**src/rtl/rps_pkg.sv**
```systemverilog
package rps_pkg;

    typedef enum logic [1:0] {
        ST_IDLE = 2'd0,
        ST_HOLD = 2'd1,
        ST_REL  = 2'd2
    } rps_state_e;

    localparam int unsigned DEF_FILT_LEN = 4;
    localparam int unsigned DEF_HOLD_CYC = 18;
    localparam int unsigned DEF_REL_DLY  = 7;
    localparam int unsigned DEF_DRV_CYC  = 32;

endpackage

```
**src/rtl/rps_sync.sv**
```systemverilog
module rps_sync #(
    parameter int unsigned STAGES = 2
) (
    input  logic clk,
    input  logic arst_n,
    input  logic async_i,
    output logic sync_o
);
    logic [STAGES-1:0] sh_d, sh_q;

    always_comb begin
        sh_d = {sh_q[STAGES-2:0], async_i};
    end

    always_ff @(posedge clk or negedge arst_n) begin
        if (!arst_n) sh_q <= '1;
        else         sh_q <= sh_d;
    end

    assign sync_o = sh_q[STAGES-1];
endmodule

```
**src/rtl/rps_filter.sv**
```systemverilog
module rps_filter #(
    parameter int unsigned FILT_LEN = 4
) (
    input  logic clk,
    input  logic arst_n,
    input  logic low_i,
    input  logic clear_i,
    output logic armed_o
);
    localparam int unsigned CW = $clog2(FILT_LEN + 1);
    localparam logic [CW-1:0] FULL = CW'(FILT_LEN);

    typedef struct packed {
        logic [CW-1:0] cnt;
    } filt_s;

    filt_s d, q;

    always_comb begin
        d = q;
        if (clear_i || !low_i) begin
            d.cnt = '0;
        end else if (q.cnt != FULL) begin
            d.cnt = q.cnt + 1'b1;
        end
    end

    always_ff @(posedge clk or negedge arst_n) begin
        if (!arst_n) q <= '0;
        else         q <= d;
    end

    assign armed_o = (q.cnt == FULL);
endmodule

```
**src/rtl/rps_core.sv**
```systemverilog
module rps_core
    import rps_pkg::*;
#(
    parameter int unsigned HOLD_CYC = 18,
    parameter int unsigned REL_DLY  = 7
) (
    input  logic clk,
    input  logic arst_n,
    input  logic armed_i,
    input  logic low_i,
    input  logic req_i,
    output logic clear_o,
    output logic rst_o,
    output logic ds_n_o,
    output logic as_o,
    output logic fetch_o
);
    localparam int unsigned HW = $clog2(HOLD_CYC + 1);
    localparam int unsigned RW = $clog2(REL_DLY + 1);
    localparam logic [HW-1:0] HOLD_MAX = HW'(HOLD_CYC);
    localparam logic [RW-1:0] REL_LOAD = RW'(REL_DLY);

    typedef struct packed {
        rps_state_e    state;
        logic [HW-1:0] hold;
        logic [RW-1:0] rel;
        logic          rst;
        logic          ds_n;
        logic          as_o;
        logic          fetch;
    } core_s;

    core_s d, q;
    logic  start;

    always_comb begin
        d       = q;
        d.fetch = 1'b0;
        start   = req_i || (armed_i && (q.state != ST_HOLD));

        if (start) begin
            d.state = ST_HOLD;
            d.hold  = {{(HW-1){1'b0}}, 1'b1};
            d.rel   = '0;
        end else begin
            unique case (q.state)
                ST_HOLD: begin
                    if (q.hold != HOLD_MAX) d.hold = q.hold + 1'b1;
                    if ((q.hold == HOLD_MAX) && !low_i) begin
                        d.state = ST_REL;
                        d.rel   = REL_LOAD;
                    end
                end
                ST_REL: begin
                    if (q.rel <= {{(RW-1){1'b0}}, 1'b1}) begin
                        d.fetch = 1'b1;
                        d.rel   = '0;
                        d.state = ST_IDLE;
                    end else begin
                        d.rel = q.rel - 1'b1;
                    end
                end
                default: d.state = ST_IDLE;
            endcase
        end

        d.rst  = (d.state == ST_HOLD);
        d.ds_n = !d.rst;
        d.as_o = d.rst ? !q.as_o : 1'b1;
    end

    always_ff @(posedge clk or negedge arst_n) begin
        if (!arst_n) begin
            q.state <= ST_IDLE;
            q.hold  <= '0;
            q.rel   <= '0;
            q.rst   <= 1'b0;
            q.ds_n  <= 1'b1;
            q.as_o  <= 1'b1;
            q.fetch <= 1'b0;
        end else begin
            q <= d;
        end
    end

    assign clear_o = (q.state == ST_HOLD);
    assign rst_o   = q.rst;
    assign ds_n_o  = q.ds_n;
    assign as_o    = q.as_o;
    assign fetch_o = q.fetch;
endmodule

```
**src/rtl/rps_pindrv.sv**
```systemverilog
module rps_pindrv #(
    parameter int unsigned DRV_CYC = 32
) (
    input  logic clk,
    input  logic arst_n,
    input  logic req_i,
    output logic drv_n_o
);
    localparam int unsigned DW = $clog2(DRV_CYC + 1);

    typedef struct packed {
        logic [DW-1:0] cnt;
        logic          drv_n;
    } drv_s;

    drv_s d, q;

    always_comb begin
        d = q;
        if (req_i)              d.cnt = DW'(DRV_CYC);
        else if (q.cnt != '0)   d.cnt = q.cnt - 1'b1;
        d.drv_n = (d.cnt == '0);
    end

    always_ff @(posedge clk or negedge arst_n) begin
        if (!arst_n) begin
            q.cnt   <= '0;
            q.drv_n <= 1'b1;
        end else begin
            q <= d;
        end
    end

    assign drv_n_o = q.drv_n;
endmodule

```
**src/rtl/reset_pulse_seq.sv**
```systemverilog
module reset_pulse_seq
    import rps_pkg::*;
#(
    parameter int unsigned FILT_LEN    = DEF_FILT_LEN,
    parameter int unsigned HOLD_CYC    = DEF_HOLD_CYC,
    parameter int unsigned REL_DLY     = DEF_REL_DLY,
    parameter int unsigned PIN_DRV_CYC = DEF_DRV_CYC,
    parameter int unsigned SYNC_STAGES = 2,
    parameter int unsigned PC_W        = 16,
    parameter logic [PC_W-1:0] START_VEC = 16'h000C
) (
    input  logic            clk,
    input  logic            arst_n,
    input  logic            rst_pin_n,
    input  logic            wake_req,
    output logic            rst_int,
    output logic            ds_n,
    output logic            as_out,
    output logic            fetch_en,
    output logic [PC_W-1:0] start_pc,
    output logic            pin_drive_n
);
    logic pin_sync;
    logic armed;
    logic clear;

    rps_sync #(.STAGES(SYNC_STAGES)) u_sync (
        .clk     (clk),
        .arst_n  (arst_n),
        .async_i (rst_pin_n),
        .sync_o  (pin_sync)
    );

    rps_filter #(.FILT_LEN(FILT_LEN)) u_filter (
        .clk     (clk),
        .arst_n  (arst_n),
        .low_i   (!pin_sync),
        .clear_i (clear),
        .armed_o (armed)
    );

    rps_core #(.HOLD_CYC(HOLD_CYC), .REL_DLY(REL_DLY)) u_core (
        .clk     (clk),
        .arst_n  (arst_n),
        .armed_i (armed),
        .low_i   (!pin_sync),
        .req_i   (wake_req),
        .clear_o (clear),
        .rst_o   (rst_int),
        .ds_n_o  (ds_n),
        .as_o    (as_out),
        .fetch_o (fetch_en)
    );

    rps_pindrv #(.DRV_CYC(PIN_DRV_CYC)) u_pindrv (
        .clk     (clk),
        .arst_n  (arst_n),
        .req_i   (wake_req),
        .drv_n_o (pin_drive_n)
    );

    assign start_pc = START_VEC;
endmodule

```
**config.mk**
```make
export PLATFORM = sky130hd
export DESIGN_NAME = reset_pulse_seq
export DESIGN_NICKNAME = d
export VERILOG_FILES = /design/src/rtl/rps_pkg.sv /design/src/rtl/rps_sync.sv /design/src/rtl/rps_filter.sv /design/src/rtl/rps_core.sv /design/src/rtl/rps_pindrv.sv /design/src/rtl/reset_pulse_seq.sv
export SDC_FILE = /design/constraint.sdc
export NUM_CORES = 1
export LEC_CHECK = 0
export CAP_MARGIN = 5
export CORE_MARGIN = 3
export CORE_UTILIZATION = 55
export CTS_CLUSTER_DIAMETER = 120
export DETAILED_ROUTE_END_ITERATION = 16
export DONT_BUFFER_PORTS = 1
export GPL_TIMING_DRIVEN = 0
export PLACE_DENSITY_LB_ADDON = 0.1
export SETUP_SLACK_MARGIN = 0.5
export SYNTH_ARGS = -nofsm -noshare
export SYNTH_HDL_FRONTEND = slang
export SYNTH_SLANG_ARGS = --single-unit
```
**constraint.sdc**
```tcl
create_clock -name clk -period 1.6 [get_ports clk]
set_input_delay 0.08 -clock clk [delete_from_list [all_inputs] [get_ports clk]]
set_output_delay 0.08 -clock clk [all_outputs]
set_load 0.05 [all_outputs]
```
==> results.py <==
metrics = {
    "setup_path": {
        "crit_buf_inv": 0,
        "end_kind": "flop",
        "r2r-start": "u_pindrv.q[3]$_DFF_PN0_",
        "critPathTopFamily": "simple AND/OR/NAND/NOR gates",
        "crit_chain": "or3_4 -> o31ai_2 -> nand2_1 -> a311oi_2",
        "r2r_slack_ns": -0.06,
        "required_ns": 1.87,
        "cp.depth": 4,
        "regToRegEndpoint": "u_pindrv.drv_n_o$_DFF_PN1_",
        "slowest_stage": "dfrtp_2",
        "ff2ff_path_depth": 4,
        "cp_data_arrival_time_ns": 1.92,
        "crit_type": "reg -> reg",
        "cpPeakStageDelay_ns": 0.44,
        "crit_path_start_kind": "flop",
        "crit_fanout": 2,
    },
    "cts": {
        "cts_tree": "yes",
        "path_clk_slew_ns": 0.14,
        "clk_path_buf_depth": 2,
        "clock_latency_ns": 0.34,
        "htreeDepth": 1,
        "root_buffer": "clkbuf_4",
        "clock_sinks": 26,
        "cts-buffers-inserted": 3,
    },
    "placement": {
        "gp_congestion": 0.844,
        "dp_slack_ns": -0.0279,
        "portBuffers": 0,
        "dpl_cell_area_sq_um": 1680,
        "dp.cells": 199,
        "dp_hpwl_microns": 1980,
    },
    "logic_synthesis": {
        "synthesis.area_sq_um": 1520,
        "syn-instance-count": 155,
        "ys_types": 41,
        "yosysSeqAreaShare_pct": 43.2,
        "synth_warnings": 0,
        "syn_area_per_cell_sq_um": 9.82,
        "ys_seq_elements": 26,
    },
    "route": {
        "drc": 0,
        "routedWlPerCell_microns": 19.9,
        "finalWirelength_microns": 4750,
        "dr.first_iter.drc_count": 61,
        "dr.pass1.iters": 4,
        "antenna_left": 0,
        "drt-vias-per-instance": 5.80,
        "route.vias.total": 1387,
    },
    "status": {
        "violations": "setup timing",
        "status": "finished with violations",
    },
    "sta": {
        "fmax_mhz": 603,
        "worst_slack_ns": -0.0583,
        "fin_crit_ns": 1.66,
        "worstMarginPinSlew_ns": 0.536,
        "fin_crit_sh_pct": 104,
        "hold_violations": 0,
        "setup_viol": 2,
        "max_slew_margin_pct": 64.3,
        "finClkSkew_ns": 0.00165,
        "rsz0062_at_grt": "yes",
        "slew_violations": 0,
        "fin_hold_ws_ns": 0.162,
    },
    "power_and_ir_drop": {
        "power_frac_comb_pct": 49.4,
        "cellInternalPower_w": 0.00168,
        "peakVddDrop_uv": 1350,
        "pwr-share-clk_pct": 16.4,
        "switching_share_pct": 40.8,
        "powerDensity_nw_per_um2": 1210,
        "p_switching_w": 0.00115,
        "seq_power_share_pct": 34.1,
        "leakage_nw": 1.03,
    },
    "layout": {
        "n_antenna_cell": 0,
        "final_util_pct": 91.7,
        "syn_to_final_growth_pct": 53.4,
        "drive_gt1_share_pct": 55.5,
        "fin_area_sq_um": 2330,
        "fin_cells": 239,
        "nNetsFinal": 224,
    },
    "floorplanning": {
        "initial_core_util_pct": 59.8,
        "dieWidth_microns": 58.6,
        "core.rowCount": 18,
        "dieHeight_microns": 58.6,
        "die_area_sq_um": 3430,
        "io-pin-count": 25,
        "fp.coreArea_sq_um": 2540,
    },
    "global_route": {
        "grt_max_degree": 27,
        "grt_overflow_total": 0,
        "grt_first_pass_wirelength_microns": 6530,
        "antenna_found_initial": 0,
        "grt_pass1_vias": 1357,
        "grt_usage_pct": 25.7,
    },
    "min_path": {
        "min_path_type": "in -> async",
    },
    "job": {
        "cap_violations": 0,
    },
}
-- logic make-up after synthesis --
logic type | count (synthesis) | share of synthesized area (%)
muxes | 1 | 0.658
buffers and inverters | 32 | 11.8
DFF | 26 | 43.2
xor gates and xnor gates | 8 | 4.60
AOI/OAI and AO/OA | 25 | 11.8
adders and majority gates | 10 | 8.22
and+or+nand+nor | 51 | 19.2
other | 2 | 0.494
-- area by class of cell --
class                   instances  area [sq um]
clock buffers                   3          22.5
clock inverters                 1          30.0
repair buffers                 36           332
flip-flops and latches         26           663
well taps                      30          37.5
plain buffers                  18           138
inverters                      14          56.3
fillers                        95           211
multi-input cells             111          1050
-- synth_stat cells --
| library cell | number | area [sq um] |
|---|---|---|
| nand3_2 | 1 | 10.0 |
| o211ai_1 | 3 | 22.5 |
| o31a_1 | 1 | 8.76 |
| o41ai_1 | 1 | 8.76 |
| and4bb_2 | 2 | 25.0 |
| nand2_1 | 6 | 22.5 |
| clkbuf_1 | 2 | 7.51 |
| nor2_1 | 14 | 52.6 |
| o31ai_1 | 1 | 7.51 |
| nand4bb_1 | 1 | 11.3 |
| nand3_1 | 4 | 20.0 |
| nor3b_4 | 1 | 18.8 |
| buf_4 | 16 | 120 |
| dfrtp_1 | 21 | 526 |
| a22oi_1 | 1 | 7.51 |
| nor2b_1 | 1 | 6.26 |
| xor2_1 | 4 | 35.0 |
| a21oi_1 | 2 | 10.0 |
| and2_1 | 1 | 6.26 |
| o21ai_1 | 1 | 5.00 |
| nand3b_1 | 2 | 15.0 |
| o21ai_0 | 5 | 25.0 |
| or3_1 | 1 | 6.26 |
| and3_1 | 2 | 12.5 |
| dfstp_2 | 5 | 131 |
| a31o_2 | 1 | 8.76 |
| conb_1 | 2 | 7.51 |
| inv_1 | 14 | 52.6 |
| nor4_1 | 2 | 12.5 |
| a311oi_1 | 1 | 8.76 |
| a31oi_1 | 1 | 6.26 |
| a211oi_1 | 1 | 7.51 |
| ha_1 | 10 | 125 |
| o21ba_2 | 1 | 10.0 |
| or3_4 | 1 | 11.3 |
| mux2i_1 | 1 | 10.0 |
| o21a_1 | 1 | 7.51 |
| xnor2_1 | 4 | 35.0 |
| a22o_1 | 4 | 35.0 |
| nor3_1 | 10 | 50.1 |
| nand4_1 | 2 | 12.5 |
-- per-layer routing --
layer	GRT usage (%)	part of all wire [%]	up-vias
li1	-	-	616
met1	32.4	38	667
met2	41.9	49	92
met3	5.26	10	12
met4	12.9	2.9	0
met5	0	0	-
-- registers in the layout (all words and copies together) (netlist names) --
signal and flops:
u_core.as_o 1, u_sync.sh_q 2, u_pindrv.q 6, u_filter.q 3, u_pindrv.drv_n_o 1, u_core.rst_o 1
u_core.ds_n_o 1, u_core.q 10, u_core.fetch_o 1
-- power by group through the flow --
stage / clock, W / combinational, W / sequential, W
global placement: 0 / 0.000697 / 0.000976
floorplan: 0 / 0.000636 / 0.000953
finish: 0.000465 / 0.00140 / 0.000967
detailed placement: 0 / 0.000724 / 0.000985
CTS: 0.000458 / 0.00107 / 0.000950
global route: 0.000484 / 0.00148 / 0.000981
-- how the worst max path moves through the flow --
stage                            startpoint                         end  slack [ns]
floorplan           u_pindrv.q[5]$_DFF_PN0_  u_pindrv.drv_n_o$_DFF_PN1_        0.11
global placement    u_pindrv.q[5]$_DFF_PN0_  u_pindrv.drv_n_o$_DFF_PN1_       -0.02
detailed placement  u_core.q[7]$_DFFE_PN0P_     u_core.q[6]$_DFFE_PN0P_       -0.03
CTS                 u_core.q[7]$_DFFE_PN0P_     u_core.q[6]$_DFFE_PN0P_        0.04
global route        u_pindrv.q[3]$_DFF_PN0_  u_pindrv.drv_n_o$_DFF_PN1_        -0.1
finish              u_pindrv.q[3]$_DFF_PN0_  u_pindrv.drv_n_o$_DFF_PN1_       -0.06
-- layout by cell type, fill, tap and decap left out, types with 5 or more instances in the layout --
| cell | n |
|---|---|
| buf_4 | 37 |
| conb_1 | 16 |
| dfrtp_1 | 16 |
| buf_6 | 11 |
| nor2_1 | 9 |
| inv_2 | 8 |
| ha_4 | 7 |
| nor3_1 | 6 |
| inv_1 | 5 |
| dfstp_2 | 5 |
| dfrtp_2 | 5 |
-- stage by stage --
stage	power (W)	TNS (ns)
after floorplan	0.00159	0
after global placement	0.00167	-0.0167
after detailed placement	0.00171	-0.0594
after CTS	0.00248	0
after global routing	0.00294	-0.338
final	0.00283	-0.0705
-- what timing repair did --
action | in CTS | in global routing
gates cloned | 0 | 0
buffers inserted | 24 | 8
pin swaps | 15 | 11
gates resized for setup | 42 | 25
hold buffers | 4 | 0
hold endpoints to repair | 29 | 0
endpoints found under the setup margin | 27 | 27
Note: power is estimated with default switching activity, not from simulation.
